$ cat src/rtl/cpm_pkg.sv
package cpm_pkg;
  localparam int OV_BASE_MV = 2000;
  localparam int OV_STEP_MV = 50;
  localparam int OV_HYST_MV = 50;
  localparam int UV_BASE_MV = 700;
  localparam int UV_STEP_MV = 100;
  localparam int UV_HYST_MV = 100;
  localparam int OT_HYST_SHIFT = 3;
  localparam int SUB_PER_10MS = 100;
  localparam int SUB_PER_100MS = 10;

  typedef struct packed {
    logic tick100us;
    logic tick10ms;
    logic tick100ms;
    logic cfgLoad;
    logic sample;
  } ctrlStrobe_t;
endpackage

$ cat src/rtl/cpm_chan.sv
module cpm_chan #(
  parameter int CODE_W = 14,
  parameter int THR_W = 16,
  parameter int CNT_W = 8,
  parameter bit TRIP_HIGH = 1'b1
) (
  input  logic              clk,
  input  logic              rstN,
  input  logic              sample,
  input  logic              tick,
  input  logic              clr,
  input  logic [CODE_W-1:0] code,
  input  logic [THR_W-1:0]  thr,
  input  logic [THR_W-1:0]  recLvl,
  input  logic [CNT_W-1:0]  dly,
  output logic              status
);
  logic pending, recovered;
  logic [CNT_W-1:0] cnt;
  logic [THR_W-1:0] codeExt;
  logic pastNow, recNow;

  assign codeExt = THR_W'(code);

  generate
    if (TRIP_HIGH) begin : g_high
      assign pastNow = codeExt > thr;
      assign recNow  = codeExt <= recLvl;
    end else begin : g_low
      assign pastNow = codeExt < thr;
      assign recNow  = codeExt >= recLvl;
    end
  endgenerate

  always_ff @(posedge clk or negedge rstN) begin
    if (!rstN) begin
      pending   <= 1'b0;
      recovered <= 1'b1;
      cnt       <= '0;
      status    <= 1'b0;
    end else begin
      if (sample) begin
        pending <= pastNow;
        if (recNow) recovered <= 1'b1;
        else if (pastNow) recovered <= 1'b0;
      end
      if (sample && !pastNow) cnt <= '0;
      else if (pending && tick && cnt < dly) cnt <= cnt + 1'b1;
      if (pending && cnt >= dly) status <= 1'b1;
      else if (clr && recovered) status <= 1'b0;
    end
  end

  p_cnt_zero_r5: assert property (@(posedge clk) disable iff (!rstN)
    (sample && !pastNow) |=> (cnt == '0));
  p_cnt_step_r4: assert property (@(posedge clk) disable iff (!rstN)
    ((cnt != $past(cnt)) && (cnt != '0)) |-> ((cnt == CNT_W'($past(cnt) + 1'b1)) && $past(tick)));
  p_set_qualified_r6: assert property (@(posedge clk) disable iff (!rstN)
    $rose(status) |-> ($past(pending) && ($past(cnt) >= $past(dly))));
  p_clear_recovered_r7: assert property (@(posedge clk) disable iff (!rstN)
    $fell(status) |-> ($past(clr) && $past(recovered)));
endmodule

$ cat src/rtl/cpm_ctrl.sv
module cpm_ctrl
  import cpm_pkg::*;
#(
  parameter int CLK_PER_100US = 10000
) (
  input  logic        clk,
  input  logic        rstN,
  input  logic        sampleStrobe,
  input  logic        cfgWrite,
  output ctrlStrobe_t strb
);
  localparam int PRE_W = (CLK_PER_100US > 1) ? $clog2(CLK_PER_100US) : 1;
  localparam int MID_W = $clog2(SUB_PER_10MS);
  localparam int HI_W = $clog2(SUB_PER_100MS);

  logic [PRE_W-1:0] preCnt;
  logic [MID_W-1:0] midCnt;
  logic [HI_W-1:0]  hiCnt;
  logic t100us, t10ms, t100ms;

  assign t100us = (preCnt == PRE_W'(CLK_PER_100US - 1));
  assign t10ms  = t100us && (midCnt == MID_W'(SUB_PER_10MS - 1));
  assign t100ms = t10ms && (hiCnt == HI_W'(SUB_PER_100MS - 1));

  always_ff @(posedge clk or negedge rstN) begin
    if (!rstN) begin
      preCnt <= '0;
      midCnt <= '0;
      hiCnt  <= '0;
    end else begin
      preCnt <= t100us ? '0 : preCnt + 1'b1;
      if (t100us) midCnt <= t10ms ? '0 : midCnt + 1'b1;
      if (t10ms) hiCnt <= t100ms ? '0 : hiCnt + 1'b1;
    end
  end

  assign strb = '{tick100us: t100us, tick10ms: t10ms, tick100ms: t100ms,
                  cfgLoad: cfgWrite, sample: sampleStrobe};

  p_hi_wrap_r4: assert property (@(posedge clk) disable iff (!rstN)
    strb.tick100ms |=> ((hiCnt == '0) && (midCnt == '0) && (preCnt == '0)));
  generate
    if (CLK_PER_100US > 1) begin : g_gap
      p_tick_gap_r4: assert property (@(posedge clk) disable iff (!rstN)
        strb.tick100us |=> !strb.tick100us);
    end
  endgenerate
endmodule

$ cat src/rtl/cpm_datapath.sv
module cpm_datapath
  import cpm_pkg::*;
#(
  parameter int NCELL = 6,
  parameter int NTEMP = 2,
  parameter int CODE_W = 14,
  parameter int CODE_LSB_NV = 378000,
  parameter int OV_IDX_W = 6,
  parameter int UV_IDX_W = 5,
  parameter int OT_IDX_W = 8,
  parameter int DLY_W = 8,
  parameter int OT_BASE_CODE = 6536,
  parameter int OT_STEP_CODE = 65
) (
  input  logic                    clk,
  input  logic                    rstN,
  input  ctrlStrobe_t             strb,
  input  logic [NCELL*CODE_W-1:0] cellCodes,
  input  logic [NTEMP*CODE_W-1:0] tempCodes,
  input  logic [OV_IDX_W-1:0]     ovLevel,
  input  logic [UV_IDX_W-1:0]     uvLevel,
  input  logic [OT_IDX_W-1:0]     otLevel,
  input  logic [DLY_W-1:0]        ovDelay,
  input  logic [DLY_W-1:0]        uvDelay,
  input  logic [DLY_W-1:0]        otDelay,
  input  logic [NCELL-1:0]        ovClear,
  input  logic [NCELL-1:0]        uvClear,
  input  logic [NTEMP-1:0]        otClear,
  output logic [NCELL-1:0]        ovFlags,
  output logic [NCELL-1:0]        uvFlags,
  output logic [NTEMP-1:0]        otFlags
);
  localparam int THR_W = CODE_W + 2;
  localparam longint LSB = longint'(CODE_LSB_NV);
  localparam logic [31:0] OV_BASE = 32'((longint'(OV_BASE_MV) * 1000000 + LSB / 2) / LSB);
  localparam logic [31:0] OV_STEP_Q8 = 32'((longint'(OV_STEP_MV) * 256000000 + LSB / 2) / LSB);
  localparam logic [31:0] OV_HYST = 32'((longint'(OV_HYST_MV) * 1000000 + LSB / 2) / LSB);
  localparam logic [31:0] UV_BASE = 32'((longint'(UV_BASE_MV) * 1000000 + LSB / 2) / LSB);
  localparam logic [31:0] UV_STEP_Q8 = 32'((longint'(UV_STEP_MV) * 256000000 + LSB / 2) / LSB);
  localparam logic [31:0] UV_HYST = 32'((longint'(UV_HYST_MV) * 1000000 + LSB / 2) / LSB);
  localparam logic [31:0] OT_BASE = 32'(OT_BASE_CODE);
  localparam logic [31:0] OT_STEP = 32'(OT_STEP_CODE);
  localparam logic [THR_W-1:0] OT_REC0 = THR_W'(OT_BASE - (OT_BASE >> OT_HYST_SHIFT));

  logic [THR_W-1:0] ovThr, ovRec, uvThr, uvRec, otThr, otRec;
  logic [THR_W-1:0] ovThrCalc, uvThrCalc, otThrCalc;
  logic [DLY_W-1:0] ovDly, uvDly, otDly;
  logic ovUnit, uvUnit;
  logic [31:0] ovProd, uvProd, otProd;

  always_comb begin
    ovProd = 32'(ovLevel) * OV_STEP_Q8 + 32'd128;
    uvProd = 32'(uvLevel) * UV_STEP_Q8 + 32'd128;
    otProd = 32'(otLevel) * OT_STEP;
    ovThrCalc = THR_W'(OV_BASE + (ovProd >> 8));
    uvThrCalc = THR_W'(UV_BASE + (uvProd >> 8));
    otThrCalc = THR_W'(OT_BASE + otProd);
  end

  always_ff @(posedge clk or negedge rstN) begin
    if (!rstN) begin
      ovThr  <= THR_W'(OV_BASE);
      ovRec  <= THR_W'(OV_BASE - OV_HYST);
      uvThr  <= THR_W'(UV_BASE);
      uvRec  <= THR_W'(UV_BASE + UV_HYST);
      otThr  <= THR_W'(OT_BASE);
      otRec  <= OT_REC0;
      ovDly  <= '0;
      uvDly  <= '0;
      otDly  <= '0;
      ovUnit <= 1'b0;
      uvUnit <= 1'b0;
    end else if (strb.cfgLoad) begin
      ovThr  <= ovThrCalc;
      ovRec  <= ovThrCalc - THR_W'(OV_HYST);
      uvThr  <= uvThrCalc;
      uvRec  <= uvThrCalc + THR_W'(UV_HYST);
      otThr  <= otThrCalc;
      otRec  <= otThrCalc - (otThrCalc >> OT_HYST_SHIFT);
      ovDly  <= {1'b0, ovDelay[DLY_W-2:0]};
      uvDly  <= {1'b0, uvDelay[DLY_W-2:0]};
      otDly  <= otDelay;
      ovUnit <= ovDelay[DLY_W-1];
      uvUnit <= uvDelay[DLY_W-1];
    end
  end

  logic ovTick, uvTick;
  assign ovTick = ovUnit ? strb.tick100ms : strb.tick100us;
  assign uvTick = uvUnit ? strb.tick100ms : strb.tick100us;

  generate
    for (genvar i = 0; i < NCELL; i++) begin : g_cell
      cpm_chan #(.CODE_W(CODE_W), .THR_W(THR_W), .CNT_W(DLY_W), .TRIP_HIGH(1'b1)) u_ov (
        .clk(clk), .rstN(rstN), .sample(strb.sample), .tick(ovTick), .clr(ovClear[i]),
        .code(cellCodes[i*CODE_W +: CODE_W]), .thr(ovThr), .recLvl(ovRec), .dly(ovDly),
        .status(ovFlags[i]));
      cpm_chan #(.CODE_W(CODE_W), .THR_W(THR_W), .CNT_W(DLY_W), .TRIP_HIGH(1'b0)) u_uv (
        .clk(clk), .rstN(rstN), .sample(strb.sample), .tick(uvTick), .clr(uvClear[i]),
        .code(cellCodes[i*CODE_W +: CODE_W]), .thr(uvThr), .recLvl(uvRec), .dly(uvDly),
        .status(uvFlags[i]));
    end
    for (genvar j = 0; j < NTEMP; j++) begin : g_temp
      cpm_chan #(.CODE_W(CODE_W), .THR_W(THR_W), .CNT_W(DLY_W), .TRIP_HIGH(1'b1)) u_ot (
        .clk(clk), .rstN(rstN), .sample(strb.sample), .tick(strb.tick10ms), .clr(otClear[j]),
        .code(tempCodes[j*CODE_W +: CODE_W]), .thr(otThr), .recLvl(otRec), .dly(otDly),
        .status(otFlags[j]));
    end
  endgenerate

  p_ov_band_r8: assert property (@(posedge clk) disable iff (!rstN) ovRec < ovThr);
  p_uv_band_r8: assert property (@(posedge clk) disable iff (!rstN) uvRec > uvThr);
  p_ot_band_r8: assert property (@(posedge clk) disable iff (!rstN) otRec < otThr);
endmodule

$ cat src/rtl/cell_prot_mon.sv
module cell_prot_mon
  import cpm_pkg::*;
#(
  parameter int NCELL = 6,
  parameter int NTEMP = 2,
  parameter int CODE_W = 14,
  parameter int CLK_PER_100US = 10000,
  parameter int CODE_LSB_NV = 378000,
  parameter int OV_IDX_W = 6,
  parameter int UV_IDX_W = 5,
  parameter int OT_IDX_W = 8,
  parameter int DLY_W = 8,
  parameter int OT_BASE_CODE = 6536,
  parameter int OT_STEP_CODE = 65
) (
  input  logic                    clk,
  input  logic                    rstN,
  input  logic                    sampleStrobe,
  input  logic [NCELL*CODE_W-1:0] cellCodes,
  input  logic [NTEMP*CODE_W-1:0] tempCodes,
  input  logic                    cfgWrite,
  input  logic [OV_IDX_W-1:0]     ovLevel,
  input  logic [UV_IDX_W-1:0]     uvLevel,
  input  logic [OT_IDX_W-1:0]     otLevel,
  input  logic [DLY_W-1:0]        ovDelay,
  input  logic [DLY_W-1:0]        uvDelay,
  input  logic [DLY_W-1:0]        otDelay,
  input  logic [2:0]              faultMask,
  input  logic [NCELL-1:0]        ovClear,
  input  logic [NCELL-1:0]        uvClear,
  input  logic [NTEMP-1:0]        otClear,
  output logic [NCELL-1:0]        ovFlags,
  output logic [NCELL-1:0]        uvFlags,
  output logic [NTEMP-1:0]        otFlags,
  output logic                    faultAny
);
  ctrlStrobe_t strb;

  cpm_ctrl #(.CLK_PER_100US(CLK_PER_100US)) u_ctrl (
    .clk(clk), .rstN(rstN), .sampleStrobe(sampleStrobe), .cfgWrite(cfgWrite), .strb(strb));

  cpm_datapath #(
    .NCELL(NCELL), .NTEMP(NTEMP), .CODE_W(CODE_W), .CODE_LSB_NV(CODE_LSB_NV),
    .OV_IDX_W(OV_IDX_W), .UV_IDX_W(UV_IDX_W), .OT_IDX_W(OT_IDX_W), .DLY_W(DLY_W),
    .OT_BASE_CODE(OT_BASE_CODE), .OT_STEP_CODE(OT_STEP_CODE)
  ) u_dp (
    .clk(clk), .rstN(rstN), .strb(strb), .cellCodes(cellCodes), .tempCodes(tempCodes),
    .ovLevel(ovLevel), .uvLevel(uvLevel), .otLevel(otLevel),
    .ovDelay(ovDelay), .uvDelay(uvDelay), .otDelay(otDelay),
    .ovClear(ovClear), .uvClear(uvClear), .otClear(otClear),
    .ovFlags(ovFlags), .uvFlags(uvFlags), .otFlags(otFlags));

  assign faultAny = ((|ovFlags) & faultMask[0]) | ((|uvFlags) & faultMask[1]) |
                    ((|otFlags) & faultMask[2]);

  p_fault_source_r9: assert property (@(posedge clk) disable iff (!rstN)
    faultAny |-> ((ovFlags != '0) || (uvFlags != '0) || (otFlags != '0)));
  p_fault_masked_r9: assert property (@(posedge clk) disable iff (!rstN)
    (faultMask == 3'b000) |-> !faultAny);
endmodule

$ cat config.mk
export PLATFORM = sky130hd
export DESIGN_NAME = cell_prot_mon
export DESIGN_NICKNAME = d
export VERILOG_FILES = /design/src/rtl/cpm_pkg.sv /design/src/rtl/cpm_chan.sv /design/src/rtl/cpm_ctrl.sv /design/src/rtl/cpm_datapath.sv /design/src/rtl/cell_prot_mon.sv
export SDC_FILE = /design/constraint.sdc
export NUM_CORES = 1
export LEC_CHECK = 0
export BUFFER_PORTS_ARGS = -buffer_cell sky130_fd_sc_hd__buf_4
export CORE_ASPECT_RATIO = 0.5
export CORE_MARGIN = 2
export CORE_UTILIZATION = 50
export DETAILED_ROUTE_END_ITERATION = 7
export MAX_ROUTING_LAYER = met4
export PLACE_DENSITY = 0.69
export RECOVER_POWER = 100
export SLEW_MARGIN = 0
export SYNTH_ARGS = -nofsm -noshare
export SYNTH_HDL_FRONTEND = slang
export SYNTH_SLANG_ARGS = --single-unit
$ cat constraint.sdc
create_clock -name clk -period 3.1 [get_ports clk]
set_input_delay 0.62 -clock clk [delete_from_list [all_inputs] [get_ports clk]]
set_output_delay 0.62 -clock clk [all_outputs]
set_load 0.05 [all_outputs]
# --- After elaboration in Yosys (flattened, before gate mapping) ---
# Cells that the tools add are included.
op_classes:
  addsub: 25
  multipliers: 3
  div_mod_pow: 0
  order_cmp: 56
  eq_ne: 3
  shift: 0
  muxes: 89
  bitwise: 5
  reduce_logical: 145
ops:
  columns: ["op", "n"]
  rows:
  - ["8-bit two-way mux", 28]
  - ["14-bit by 16-bit greater-than comparator with 1-bit output", 8]
  - ["14-bit by 16-bit less-or-equal comparator with 1-bit output", 8]
  - ["8-bit by 1-bit adder with 8-bit output, second input constant", 14]
  - ["14-bit by 16-bit greater-or-equal comparator with 1-bit output", 6]
  - ["8-bit by 7-bit greater-or-equal comparator with 1-bit output", 12]
  - ["14-bit by 16-bit less-than comparator with 1-bit output", 6]
  - ["8-bit by 7-bit less-than comparator with 1-bit output", 12]
  - ["2-bit nonzero test", 42]
  - ["1-bit logical AND", 72]
  - ["1-bit two-way mux", 58]
  - ["22-bit by 8-bit adder with 23-bit output, second input constant", 2]
  - ["2-bit AND reduction", 14]
  - ["5-bit by 17-bit multiplier with 22-bit output, second input constant", 1]
  - ["6-bit by 15-bit multiplier with 21-bit output, second input constant", 1]
  - ["11-bit by 16-bit adder with 16-bit output, first input constant", 1]
  - ["13-bit by 15-bit adder with 16-bit output, first input constant", 1]
  - ["13-bit by 16-bit adder with 16-bit output, first input constant", 1]
  - ["16-bit by 9-bit adder with 16-bit output, second input constant", 1]
  - ["8-bit greater-or-equal comparator", 2]
  - ["8-bit less-than comparator", 2]
  - ["16-bit by 13-bit subtractor with 16-bit output", 1]
  - ["16-bit by 8-bit subtractor with 16-bit output, second input constant", 1]
  - ["8-bit by 7-bit multiplier with 15-bit output, second input constant", 1]
  - ["other kinds (14)", 31]
totals:
  register_bits: 299
  latch_bits: 0
  ram_bits: 0
  mem_bits_ro: 0
  output_inout_bits: 15
  memories: 0

# --- Logic depth before layout (Yosys ltp) ---
# Gate-level depths: netlist (run 1).
logic_depth:
  ltp_word: 8
  ltp_mapped: 25

# --- Modules after synthesis ---
# From an unflattened synthesis (run 1), not the netlist that was laid out.
unflattened:
  cells_unflattened: 3624
  area_unflattened_um2: 30895.9
modules_own_cells:
  columns: ["mod", "instances", "cells_each", "area_per_inst_um2"]
  rows:
  - ["cpm_chan at u_dp.g_cell[0].u_ov ...", 8, 183, 1471.4]
  - ["cpm_datapath", 1, 924, 8971.1]
  - ["cpm_chan at u_dp.g_cell[0].u_uv ...", 6, 184, 1470.2]
  - ["cpm_ctrl", 1, 126, 1292.5]
  - ["cell_prot_mon", 1, 6, 40.0]

# --- Worst setup path after synthesis (run 1) ---
# No wires, ideal clock.
synth_timing:
  kind: "input to register"
  start: "input port ovLevel[4]"
  end: "register u_dp.ovRec[13]"
  setup_ns: 0.125
  t_arrival_ns: 5.247
  t_required_ns: 2.975
  slack_ns: -2.272
  path_stages: 23
  n_path_buf: 2
  path_cell_list: "clkbuf_1 -> inv_1 -> ha_1 -> xnor2_1 -> ha_1 -> ha_1 -> a21oi_1 -> o21a_1 -> buf_2 -> nor2b_1 -> xnor2_1 -> ha_1 -> nand3_1 -> a211o_1 -> a221o_1 -> o21a_1 -> xnor2_2 -> o21bai_2 -> nand2_1 -> a21o_1 -> xor2_1 -> and4_4 -> o31ai_2"
synth_via:
  elab_chain_cells: 4
synth_lines:
  columns: ["element", "line_no", "source"]
  rows:
  - ["from (decl)", "cell_prot_mon.sv:22", "input logic [OV_IDX_W-1:0] ovLevel,"]
  - ["6-bit by 15-bit multiplier with 21-bit output", "cpm_datapath.sv:52", "ovProd = 32'(ovLevel) * OV_STEP_Q8 + 32'd128;"]
  - ["22-bit by 8-bit adder with 23-bit output", "cpm_datapath.sv:52", null]
  - ["13-bit by 16-bit adder with 16-bit output", "cpm_datapath.sv:55", "ovThrCalc = THR_W'(OV_BASE + (ovProd >> 8));"]
  - ["16-bit by 8-bit subtractor with 16-bit output", "cpm_datapath.sv:75", "ovRec <= ovThrCalc - THR_W'(OV_HYST);"]
  - ["to (signal assigned)", "cpm_datapath.sv:63", "ovRec <= THR_W'(OV_BASE - OV_HYST);"]
  - ["to (signal assigned)", "cpm_datapath.sv:75", null]
  - ["to (decl)", "cpm_datapath.sv:45", "logic [THR_W-1:0] ovThr, ovRec, uvThr, uvRec, otThr, otRec;"]
# No other way between the ends.
# A chain may end at the register's enable or synchronous reset.

# --- Worst setup path in the final report (run 1) ---
# Ends and elaborated chain as after synthesis.

==> results of run 1 <==
-- synthesized netlist by cell type (all sizes together), types with 5 or more instances --
cell type  number  share of area (%)
a21oi         161                3.1
and2           11               0.26
and3           31               0.74
nand2b         52                1.2
nor2          262                3.7
o2111ai         7               0.23
nand3          61                1.1
a21o          165                4.6
or3            21               0.49
o21a           32               0.89
o21bai          5               0.15
o2bb2ai         8               0.26
nand2         216                3.0
a31oi          23               0.54
o31ai          11               0.33
a211oi         13               0.36
a21boi          9               0.25
a22o           10               0.33
dfrtp         247                 23
o31a            8               0.27
nor4           22               0.54
mux2           12               0.50
o21ai         201                3.8
nand4b         19               0.62
nor3           14               0.28
clkbuf         34               0.47
xnor2          94                3.1
xor2           90                3.0
ha            583                 27
and4           11               0.37
or4             6               0.18
dfstp          49                4.8
o211ai          8               0.24
mux2i          26               0.97
nand4          94                2.2
buf            27               0.63
nor2b          68                1.6
inv           192                2.7
or2            13               0.30
-- metal layers --
metal	routed length, um	vias up	share of wire [%]	global-route usage (%)
met3	2950	137	3.9	3.34
li1	-	11800	-	-
met4	2470	0	3.2	8.50
met5	0	-	0	-
met2	35600	474	46	43.7
met1	35600	11400	46	35.7
-- timing repair --
item / in CTS / in global routing
pin swaps: 95 / 205
setup endpoints to repair: 61 / 170
gates cloned: 0 / 3
gates resized for setup: 162 / 257
setup buffers: 38 / 58
-- how the worst max path moves through the flow --
stage / end / slack, ns / cells past startpoint
floorplan: u_dp.ovRec[13]$_DFFE_PN0P_ / -1.82 / 24
global placement: u_dp.ovRec[14]$_DFFE_PN0P_ / -1.89 / 23
detailed placement: u_dp.ovRec[14]$_DFFE_PN0P_ / -2.02 / 23
CTS: u_dp.ovRec[14]$_DFFE_PN0P_ / -1.25 / 25
global route: u_dp.ovRec[12]$_DFFE_PN1P_ / -1.52 / 25
finish: u_dp.ovRec[13]$_DFFE_PN0P_ / -1.36 / 25
-- stage by stage --
stage	instances	power, uW	worst slack (ns)	util, %
2_1_floorplan	2966	10300	-1.82	-
3_3_place_gp	4110	13100	-1.89	59.8
3_5_place_dp	4110	13500	-2.02	59.8
4_1_cts	4199	18100	-1.25	63.8
5_1_grt	4255	20700	-1.52	66.6
6_report	4256	19400	-1.36	66.6
-- cells by family after synthesis --
family	after synthesis	share of synthesized area, %
xor+xnor	184	6.11
flops	296	27.8
simple gates	911	16.9
compound gates	698	16.6
mux	38	1.47
fa+ha+maj	586	27.4
buf+inv	253	3.78
-- worst max-delay path, delay by kind of cell --
kind            cells  cell delay, ns
compound gates     10            1.90
fa+ha+maj           4            0.99
buf+inv             5            0.60
simple gates        4            0.55
xor+xnor            2            0.23
-- layout make-up --
class | count | area (um2) | area share [%]
inverter | 192 | 757 | 2.13
tap | 713 | 892 | 2.51
sequential | 296 | 7470 | 21.0
clock inverter | 19 | 322 | 0.903
timing repair buffer | 574 | 4750 | 13.3
antenna | 8 | 20.0 | 0.0562
clock buffer | 35 | 778 | 2.19
multi-input combinational | 2419 | 20600 | 57.9
-- power by group through the flow --
stage / clock network [uW] / logic (uW) / registers, uW
6_report: 4100 / 10500 / 4790
5_1_grt: 4310 / 11500 / 4840
4_1_cts: 4150 / 9210 / 4770
3_5_place_dp: 0 / 8620 / 4830
3_3_place_gp: 0 / 8330 / 4820
2_1_floorplan: 0 / 5540 / 4720
-- registers in the layout (all words and copies together) (netlist names), 7 cells and up --
| signal | cells |
|---|---|
| u_dp.g_temp.u_ot.cnt | 16 |
| u_dp.otThr | 16 |
| u_dp.uvDly | 7 |
| u_dp.otDly | 8 |
| u_dp.g_cell.u_uv.cnt | 48 |
| u_dp.uvThr | 15 |
| u_ctrl.midCnt | 7 |
| u_dp.uvRec | 16 |
| u_dp.ovThr | 14 |
| u_dp.ovRec | 16 |
| u_dp.g_cell.u_ov.cnt | 48 |
| u_ctrl.preCnt | 14 |
| u_dp.otRec | 16 |
| u_dp.ovDly | 7 |
==> impl_metrics.ini, run 1 <==
[run_status]
status = finished with violations
violations = max-capacitance violations, max-slew violations, negative setup slack

[pwr]
power.internal_uw = 12000
power.density_nw_per_um2 = 544
seq_power_share_pct = 24.7
p_switching_uw = 7370
sw_frac_of_total_pct = 38.0
pwr-share-comb_pct = 54.2
leakage_uw = 0.0178
p_clk_share_pct = 21.1
ir_drop_uv = 400

[min_path]
worstHoldPathType = input pin to flop
hold_path.startpoint = ovDelay[5]
hold_end = u_dp.ovDly[5]$_DFFE_PN0P_
min_path_cells = 3

[yosys]
yosysWarnings = 0
syn_avg_cell_area_um2 = 9.06
yosysSeqAreaShare_pct = 27.8
synthArstFlopShare_pct = 100
netlist_instances = 2966
synth.distinct_cells = 90
syn-cell-area_um2 = 26900
synth_edf_count = 0
synth_seq_cells = 296
syn_nets = 3728
ys.flop_type = dfrtp_1

[route]
drt_first_iter_violations = 1451
wl_per_cell_um = 18.0
avgViaCountPerCell = 5.60
drt_wl_total_um = 76600
num_vias = 23900
first_pass_iters = 5
drc = 0
postRouteAntennaNets = 0

[cts]
clk_pin_slew_ns = 0.06
clockBufferDepth = 3
hold_buffers = 0
htreeDepth = 1
cts_buffers = 29
clock_latency_ns = 0.59
cts_tree = built
clock_sinks = 296
root_buffer = clkbuf_16

[sta]
final_max_slew_viol_count = 77
layout_setup_ws_ns = -1.36
clock_skew_ns = 0.0145
worst_slew_pin_slew_ns = 2.24
setup_viol = 88
holdWs_ns = 0.245
max_freq_mhz = 224
fin_setup_tns_ns = -41.48
min_period_ns = 4.46
hold_viol_final = 0
fin_crit_sh_pct = 144
slew_headroom_pct = -49.5
rsz0062_at_grt = yes

[cells_and_area]
finalInstanceArea_um2 = 35600
nNetsFinal = 4274
final_common_cell = ha_1
fillers = 4227
drive_gt1_share_pct = 29.1
area.growth.synth_to_final_pct = 32.5
layout_common_cells = 531 x ha_1, 481 x buf_4, 247 x dfrtp_1

[die]
ios = 191
initial_core_util_pct = 50.3
rows = 60
core_area_um2 = 53500
fp.dieW_um = 332
die_h_um = 168
dieArea_um2 = 55700

[critical_path]
worstRegToRegCells = 18
critPathMaxStageDelay_ns = 0.35
critPathLaunchType = input pin
reg2reg_setup_slack_ns = -0.10
crit_required_ns = 3.55
r2r-end = u_dp.g_cell[4].u_ov.cnt[7]$_DFFE_PN0P_
cp_max_fo = 4
rr_startpoint = u_dp.ovRec[1]$_DFFE_PN1P_
startpoint = ovLevel[4]
critPathArrivalTime_ns = 4.91
critPathKind = input pin to flop
end_kind = flop
slowest_stage = a221o_1

[place]
dp_hpwl_um = 59100
placed_area_um2 = 32000
portBuffers = 190
gp_congestion = 0.949

[global_routing]
track_usage_pct = 27.1
grt_pass1_vias = 23300
antenna_found_initial = 7
grt_pass1_wl_um = 120000
grt_max_degree = 93
grt_overflow = 0

[flow_run]
cap_violations = 1
Power figures use the tool's default switching activity.
==> inputs of run 2 (changes only) <==
--- a/config.mk
+++ b/config.mk
@@ -13,6 +13,7 @@
 export MAX_ROUTING_LAYER = met4
 export PLACE_DENSITY = 0.69
 export RECOVER_POWER = 100
+export REMOVE_ABC_BUFFERS = 1
 export SLEW_MARGIN = 0
 export SYNTH_ARGS = -nofsm -noshare
 export SYNTH_HDL_FRONTEND = slang
==> constraint.sdc (replaced) <==
create_clock -name clk -period 3.1 [get_ports clk]
set_input_delay 0.62 -clock clk [delete_from_list [all_inputs] [get_ports clk]]
set_output_delay 0.62 -clock clk [all_outputs]
set_load 0.1 [all_outputs]
==> impl_metrics.ini, run 2 (synthesis results as in run 1) <==
[run_status]
status = finished with violations
violations = max-capacitance violations, max-slew violations, negative setup slack

[die]
rows = 60
ios = 191
core_area_um2 = 53500
dieArea_um2 = 55700
fp.dieW_um = 332
die_h_um = 168
initial_core_util_pct = 50.3

[route]
num_vias = 24000
postRouteAntennaNets = 0
drt_wl_total_um = 77700
wl_per_cell_um = 18.3
drc = 0
first_pass_iters = 6
avgViaCountPerCell = 5.64
drt_first_iter_violations = 1164

[sta]
max_freq_mhz = 226
clock_skew_ns = 0.0261
fin_setup_tns_ns = -44.50
rsz0062_at_grt = yes
final_max_slew_viol_count = 93
min_period_ns = 4.43
hold_viol_final = 0
fin_crit_sh_pct = 143
layout_setup_ws_ns = -1.33
worst_slew_pin_slew_ns = 2.59
slew_headroom_pct = -72.7
setup_viol = 110

[pwr]
leakage_uw = 0.0177
p_switching_uw = 7660
seq_power_share_pct = 24.5
sw_frac_of_total_pct = 39.2
ir_drop_uv = 445
pwr-share-comb_pct = 55.1
power.density_nw_per_um2 = 549
power.internal_uw = 11900
p_clk_share_pct = 20.4

[place]
portBuffers = 190
gp_congestion = 0.901
dp_hpwl_um = 57800

[global_routing]
grt_overflow = 0
grt_pass1_vias = 23600
grt_pass1_wl_um = 119000
grt_max_degree = 109
track_usage_pct = 26.8
antenna_found_initial = 0

[flow_run]
cap_violations = 2

[cells_and_area]
nNetsFinal = 4279
utilization_pct = 66.6
antenna_cells = 0
final_common_cell = ha_1
layout_common_cells = 529 x ha_1, 459 x buf_4, 247 x dfrtp_1
drive_gt1_share_pct = 29.5
fillers = 4122
area.growth.synth_to_final_pct = 32.4
reg.largest.list = u_dp.g_cell.u_ov.cnt (48), u_dp.g_cell.u_uv.cnt (48)
seqCellArea_um2 = 7470
multi_input_area_um2 = 20700

[min_path]
worstHoldPathType = input pin to flop
min_path_cells = 2

[critical_path]
crit_required_ns = 3.60
critPathLaunchType = input pin
end_kind = flop
critPathArrivalTime_ns = 4.94
worstRegToRegCells = 15
cp_max_fo = 4
critPathKind = input pin to flop

[cts]
root_buffer = clkbuf_16
htreeDepth = 1
clock_latency_ns = 0.61
cts_buffers = 31
clockBufferDepth = 3
cts_tree = built
clk_pin_slew_ns = 0.07
clock_sinks = 296
## run 2: cell types whose count changed in the layout (fill, tap and decap cells not counted), sizes merged, moves of 4 or more
cell,delta
diode,-8
bufinv,-4
buf,-19
clkbuf,+26
inv,+4
## run 2: layout make-up
cell class | count | share of cell area (%)
clock inverter | 19 | 0.668
tap | 713 | 2.51
multi-input combinational | 2418 | 58.2
clock buffer | 39 | 2.38
inverter | 192 | 2.06
sequential | 296 | 21.0
timing repair buffer | 578 | 13.2
## run 2: worst paths after layout
path	slack, ns	start	to
max in group asynchronous	0.06	rstN	u_dp.uvThr[9]$_DFFE_PN1P_
min	0.21	otLevel[3]	u_dp.otThr[3]$_DFFE_PN1P_
min in group asynchronous	1.36	rstN	u_dp.uvThr[0]$_DFFE_PN0P_
max reg2reg	-0.16	u_dp.uvRec[0]$_DFFE_PN1P_	u_dp.g_cell[0].u_uv.recovered$_DFFE_PN1P_
min reg2reg	0.48	u_ctrl.preCnt[0]$_DFF_PN0_	u_ctrl.preCnt[0]$_DFF_PN0_
max	-1.33	uvLevel[4]	u_dp.uvRec[8]$_DFFE_PN0P_
## run 2: timing repair
item                                    CTS  global route
pin swaps                               141           276
setup buffers                            37            57
endpoints found under the setup margin  102           175
hold buffers                              1             0
gates resized for setup                 234           373
gates cloned                              0             4
hold endpoints to repair                 31             0
## run 2: through the flow
step / hold slack, ns / setup slack [ns] / power [uW] / cell area [um2] / instances
final: 0.215 / -1.33 / 19500 / 35600 / 4255
after global routing: 0.209 / -1.53 / 20800 / 35600 / 4255
after CTS: 0.199 / -1.21 / 18100 / 33800 / 4206
after detailed placement: 0.465 / -2.38 / 13400 / 31300 / 4114
after global placement: 0.443 / -2.24 / 13000 / 31300 / 4114
after floorplan: 0.324 / -2.02 / 10100 / 26600 / 2905
## run 2: power by group through the flow
stage | clock network, uW | logic [uW] | registers, uW
after CTS | 4050 | 9270 | 4770
after global routing | 4220 | 11800 | 4830
after floorplan | 0 | 5140 | 4910
final | 3990 | 10800 | 4780
after detailed placement | 0 | 8530 | 4830
after global placement | 0 | 8230 | 4810
## run 2: critical path: stages
cell	delay, ns
buf_8	0.10
ha_4	0.24
ha_4	0.26
inv_2	0.03
fa_2	0.53
nor2b_2	0.04
a41o_1	0.22
a21o_1	0.22
buf_4	0.15
buf_6	0.10
buf_6	0.12
nand3_4	0.08
buf_6	0.10
nand3_1	0.07
nor2_1	0.10
or2_4	0.14
ha_4	0.15
nand2b_1	0.09
or2_2	0.29
a311oi_2	0.29
xnor2_2	0.14
buf_4	0.16
or4_1	0.49
a31oi_1	0.20
## run 2: metal layers
layer / GRT usage [%] / wire length [um] / vias to the layer above
met4: 9.43 / 3030 / 0
li1: - / - / 11800
met1: 32.7 / 33500 / 11500
met2: 46.8 / 38600 / 489
met3: 2.55 / 2600 / 188
met5: - / 0 / -
==> inputs of run 3 (changes only) <==
--- a/config.mk
+++ b/config.mk
@@ -5,9 +5,9 @@
 export SDC_FILE = /design/constraint.sdc
 export NUM_CORES = 1
 export LEC_CHECK = 0
+export ABC_CLOCK_PERIOD_IN_PS = 3100
 export BUFFER_PORTS_ARGS = -buffer_cell sky130_fd_sc_hd__buf_4
 export CORE_ASPECT_RATIO = 0.5
-export CORE_MARGIN = 2
 export CORE_UTILIZATION = 50
 export DETAILED_ROUTE_END_ITERATION = 7
 export MAX_ROUTING_LAYER = met4
==> impl_metrics.ini, run 3 (synthesis results as in run 1) <==
[run_status]
status = finished with violations
violations = max-capacitance violations, max-slew violations, negative setup slack

[critical_path]
end_kind = flop
crit_required_ns = 3.60
critPathKind = input pin to flop
cp_max_fo = 3
critPathArrivalTime_ns = 5.00
critPathLaunchType = input pin

[pwr]
power.internal_uw = 11800
leakage_uw = 0.0178
ir_drop_uv = 349
p_switching_uw = 7580
power.density_nw_per_um2 = 549
finalPower_uw = 19400
seq_power_share_pct = 24.7
p_clk_share_pct = 20.5
sw_frac_of_total_pct = 39.1
pwr-share-comb_pct = 54.8

[cts]
clockBufferDepth = 3
clock_latency_ns = 0.60
clock_sinks = 296
cts_tree = built
htreeDepth = 1
root_buffer = clkbuf_16
clk_pin_slew_ns = 0.07
cts_buffers = 30

[global_routing]
met2_usage_pct = 47.3
grt_pass1_wl_um = 123000
grt_pass1_vias = 24300
grt_overflow = 0
use_met3_pct = 3.00
track_usage_pct = 28.3
gr-max-usage-layer = met2
use_met1_pct = 35.4
antenna_found_initial = 0
grt_max_degree = 116

[route]
num_vias = 24100
postRouteAntennaNets = 0
avgViaCountPerCell = 5.69
drc = 0
drt_wl_total_um = 78300
drt_first_iter_violations = 1360
wl_per_cell_um = 18.5
first_pass_iters = 5

[place]
portBuffers = 190
gp_congestion = 0.884
dp_hpwl_um = 58600

[cells_and_area]
drive_gt1_share_pct = 28.7
area.growth.synth_to_final_pct = 31.5
reg.largest.list = u_dp.g_cell.u_ov.cnt (48), u_dp.g_cell.u_uv.cnt (48)
layout_common_cells = 533 x ha_1, 482 x buf_4, 247 x dfrtp_1
final_common_cell = ha_1
antenna_cells = 0
nNetsFinal = 4272
fillers = 4035

[min_path]
worstHoldPathType = input pin to flop

[sta]
worst_slew_pin_slew_ns = 1.66
fin_crit_sh_pct = 145
hold_viol_final = 0
rsz0062_at_grt = yes
final_max_slew_viol_count = 54
slew_headroom_pct = -10.9
min_period_ns = 4.50
clock_skew_ns = 0.0234
fin_setup_tns_ns = -45.50
setup_viol = 81
max_freq_mhz = 222
layout_setup_ws_ns = -1.40

[die]
core_area_um2 = 52600
fp.dieW_um = 330
initial_core_util_pct = 51.1
die_h_um = 166
rows = 59
dieArea_um2 = 54800
ios = 191

[flow_run]
cap_violations = 1
run 3: cell count changes in the layout (fill, tap and decap cells not counted), moves of 9 or more:
cell and change:
nand2_1 +9, nor2_4 -18, buf_6 -12, buf_4 +23
clkbuf_1 -17, nor2_1 +27, nor2_2 -9
run 3: layout make-up:
cell class	instances	area, um2	share of cell area, %
clock inverter	17	245	0.694
tap	701	877	2.48
timing repair buffer	572	4710	13.3
multi-input combinational	2418	20500	57.9
clock buffer	39	825	2.33
inverter	192	738	2.09
sequential	296	7470	21.1
run 3: stage by stage:
stage / area, um2 / std cells / hold slack, ns / setup slack, ns / util, %
finish: 35300 / 4235 / 0.226 / -1.40 / 67.2
global route: 35300 / 4235 / 0.228 / -1.56 / 67.2
CTS: 33700 / 4188 / 0.197 / -1.31 / 64.1
detailed placement: 31300 / 4107 / 0.447 / -2.31 / 59.6
global placement: 31300 / 4107 / 0.441 / -2.25 / 59.6
floorplan: 26600 / 2905 / 0.324 / -2.02 / -
run 3: path summary, 6_finish.rpt:
| path | from | cells after the start | slack, ns | to |
|---|---|---|---|---|
| worst min-delay path | uvDelay[6] | 3 | 0.23 | u_dp.uvDly[6]$_DFFE_PN0P_ |
| max in group asynchronous | rstN | 3 | 0.95 | u_dp.g_cell[0].u_ov.cnt[6]$_DFFE_PN0P_ |
| min in group asynchronous | rstN | 2 | 0.95 | u_dp.uvThr[0]$_DFFE_PN0P_ |
| worst min register to register | u_ctrl.preCnt[0]$_DFF_PN0_ | 1 | 0.46 | u_ctrl.preCnt[0]$_DFF_PN0_ |
| worst max register to register | u_dp.uvThr[2]$_DFFE_PN1P_ | 17 | -0.11 | u_dp.g_cell[2].u_uv.cnt[0]$_DFFE_PN0P_ |
| worst max-delay path | uvLevel[4] | 22 | -1.40 | u_dp.uvRec[13]$_DFFE_PN0P_ |
run 3: worst max-delay path, stage by stage:
cell	delay, ns
buf_8	0.10
ha_4	0.24
ha_4	0.27
inv_4	0.03
fa_2	0.53
nor2b_1	0.05
a41o_1	0.24
a21o_1	0.23
a2111oi_4	0.44
nor2_1	0.11
xor2_1	0.17
inv_1	0.12
ha_4	0.21
nand2b_1	0.12
or2_2	0.30
a311oi_2	0.27
xnor2_2	0.16
o31ai_4	0.21
and2_4	0.20
nand2_4	0.06
nor2_2	0.09
a2bb2oi_1	0.22
run 3: power groups by stage:
stage / Sequential (uW) / Clock [uW] / Combinational, uW
after floorplan: 4910 / 0 / 5140
after global placement: 4820 / 0 / 8270
after detailed placement: 4840 / 0 / 8580
after CTS: 4770 / 4030 / 9240
after global routing: 4840 / 4180 / 11700
final: 4790 / 3970 / 10600
run 3: metal layers:
layer | vias to the layer above | routed length [um]
met5 | - | 0
met1 | 11600 | 34600
met4 | 0 | 3050
met3 | 194 | 2620
li1 | 11800 | -
met2 | 470 | 38000
run 3: what timing repair did:
item                                    4_1_cts  5_1_grt
endpoints found under the setup margin      108      173
gates resized for setup                     223      295
hold buffers                                  1        0
cloned                                        0        4
hold endpoints to repair                     45        0
setup buffers                                26       51
pin swaps                                   132      258
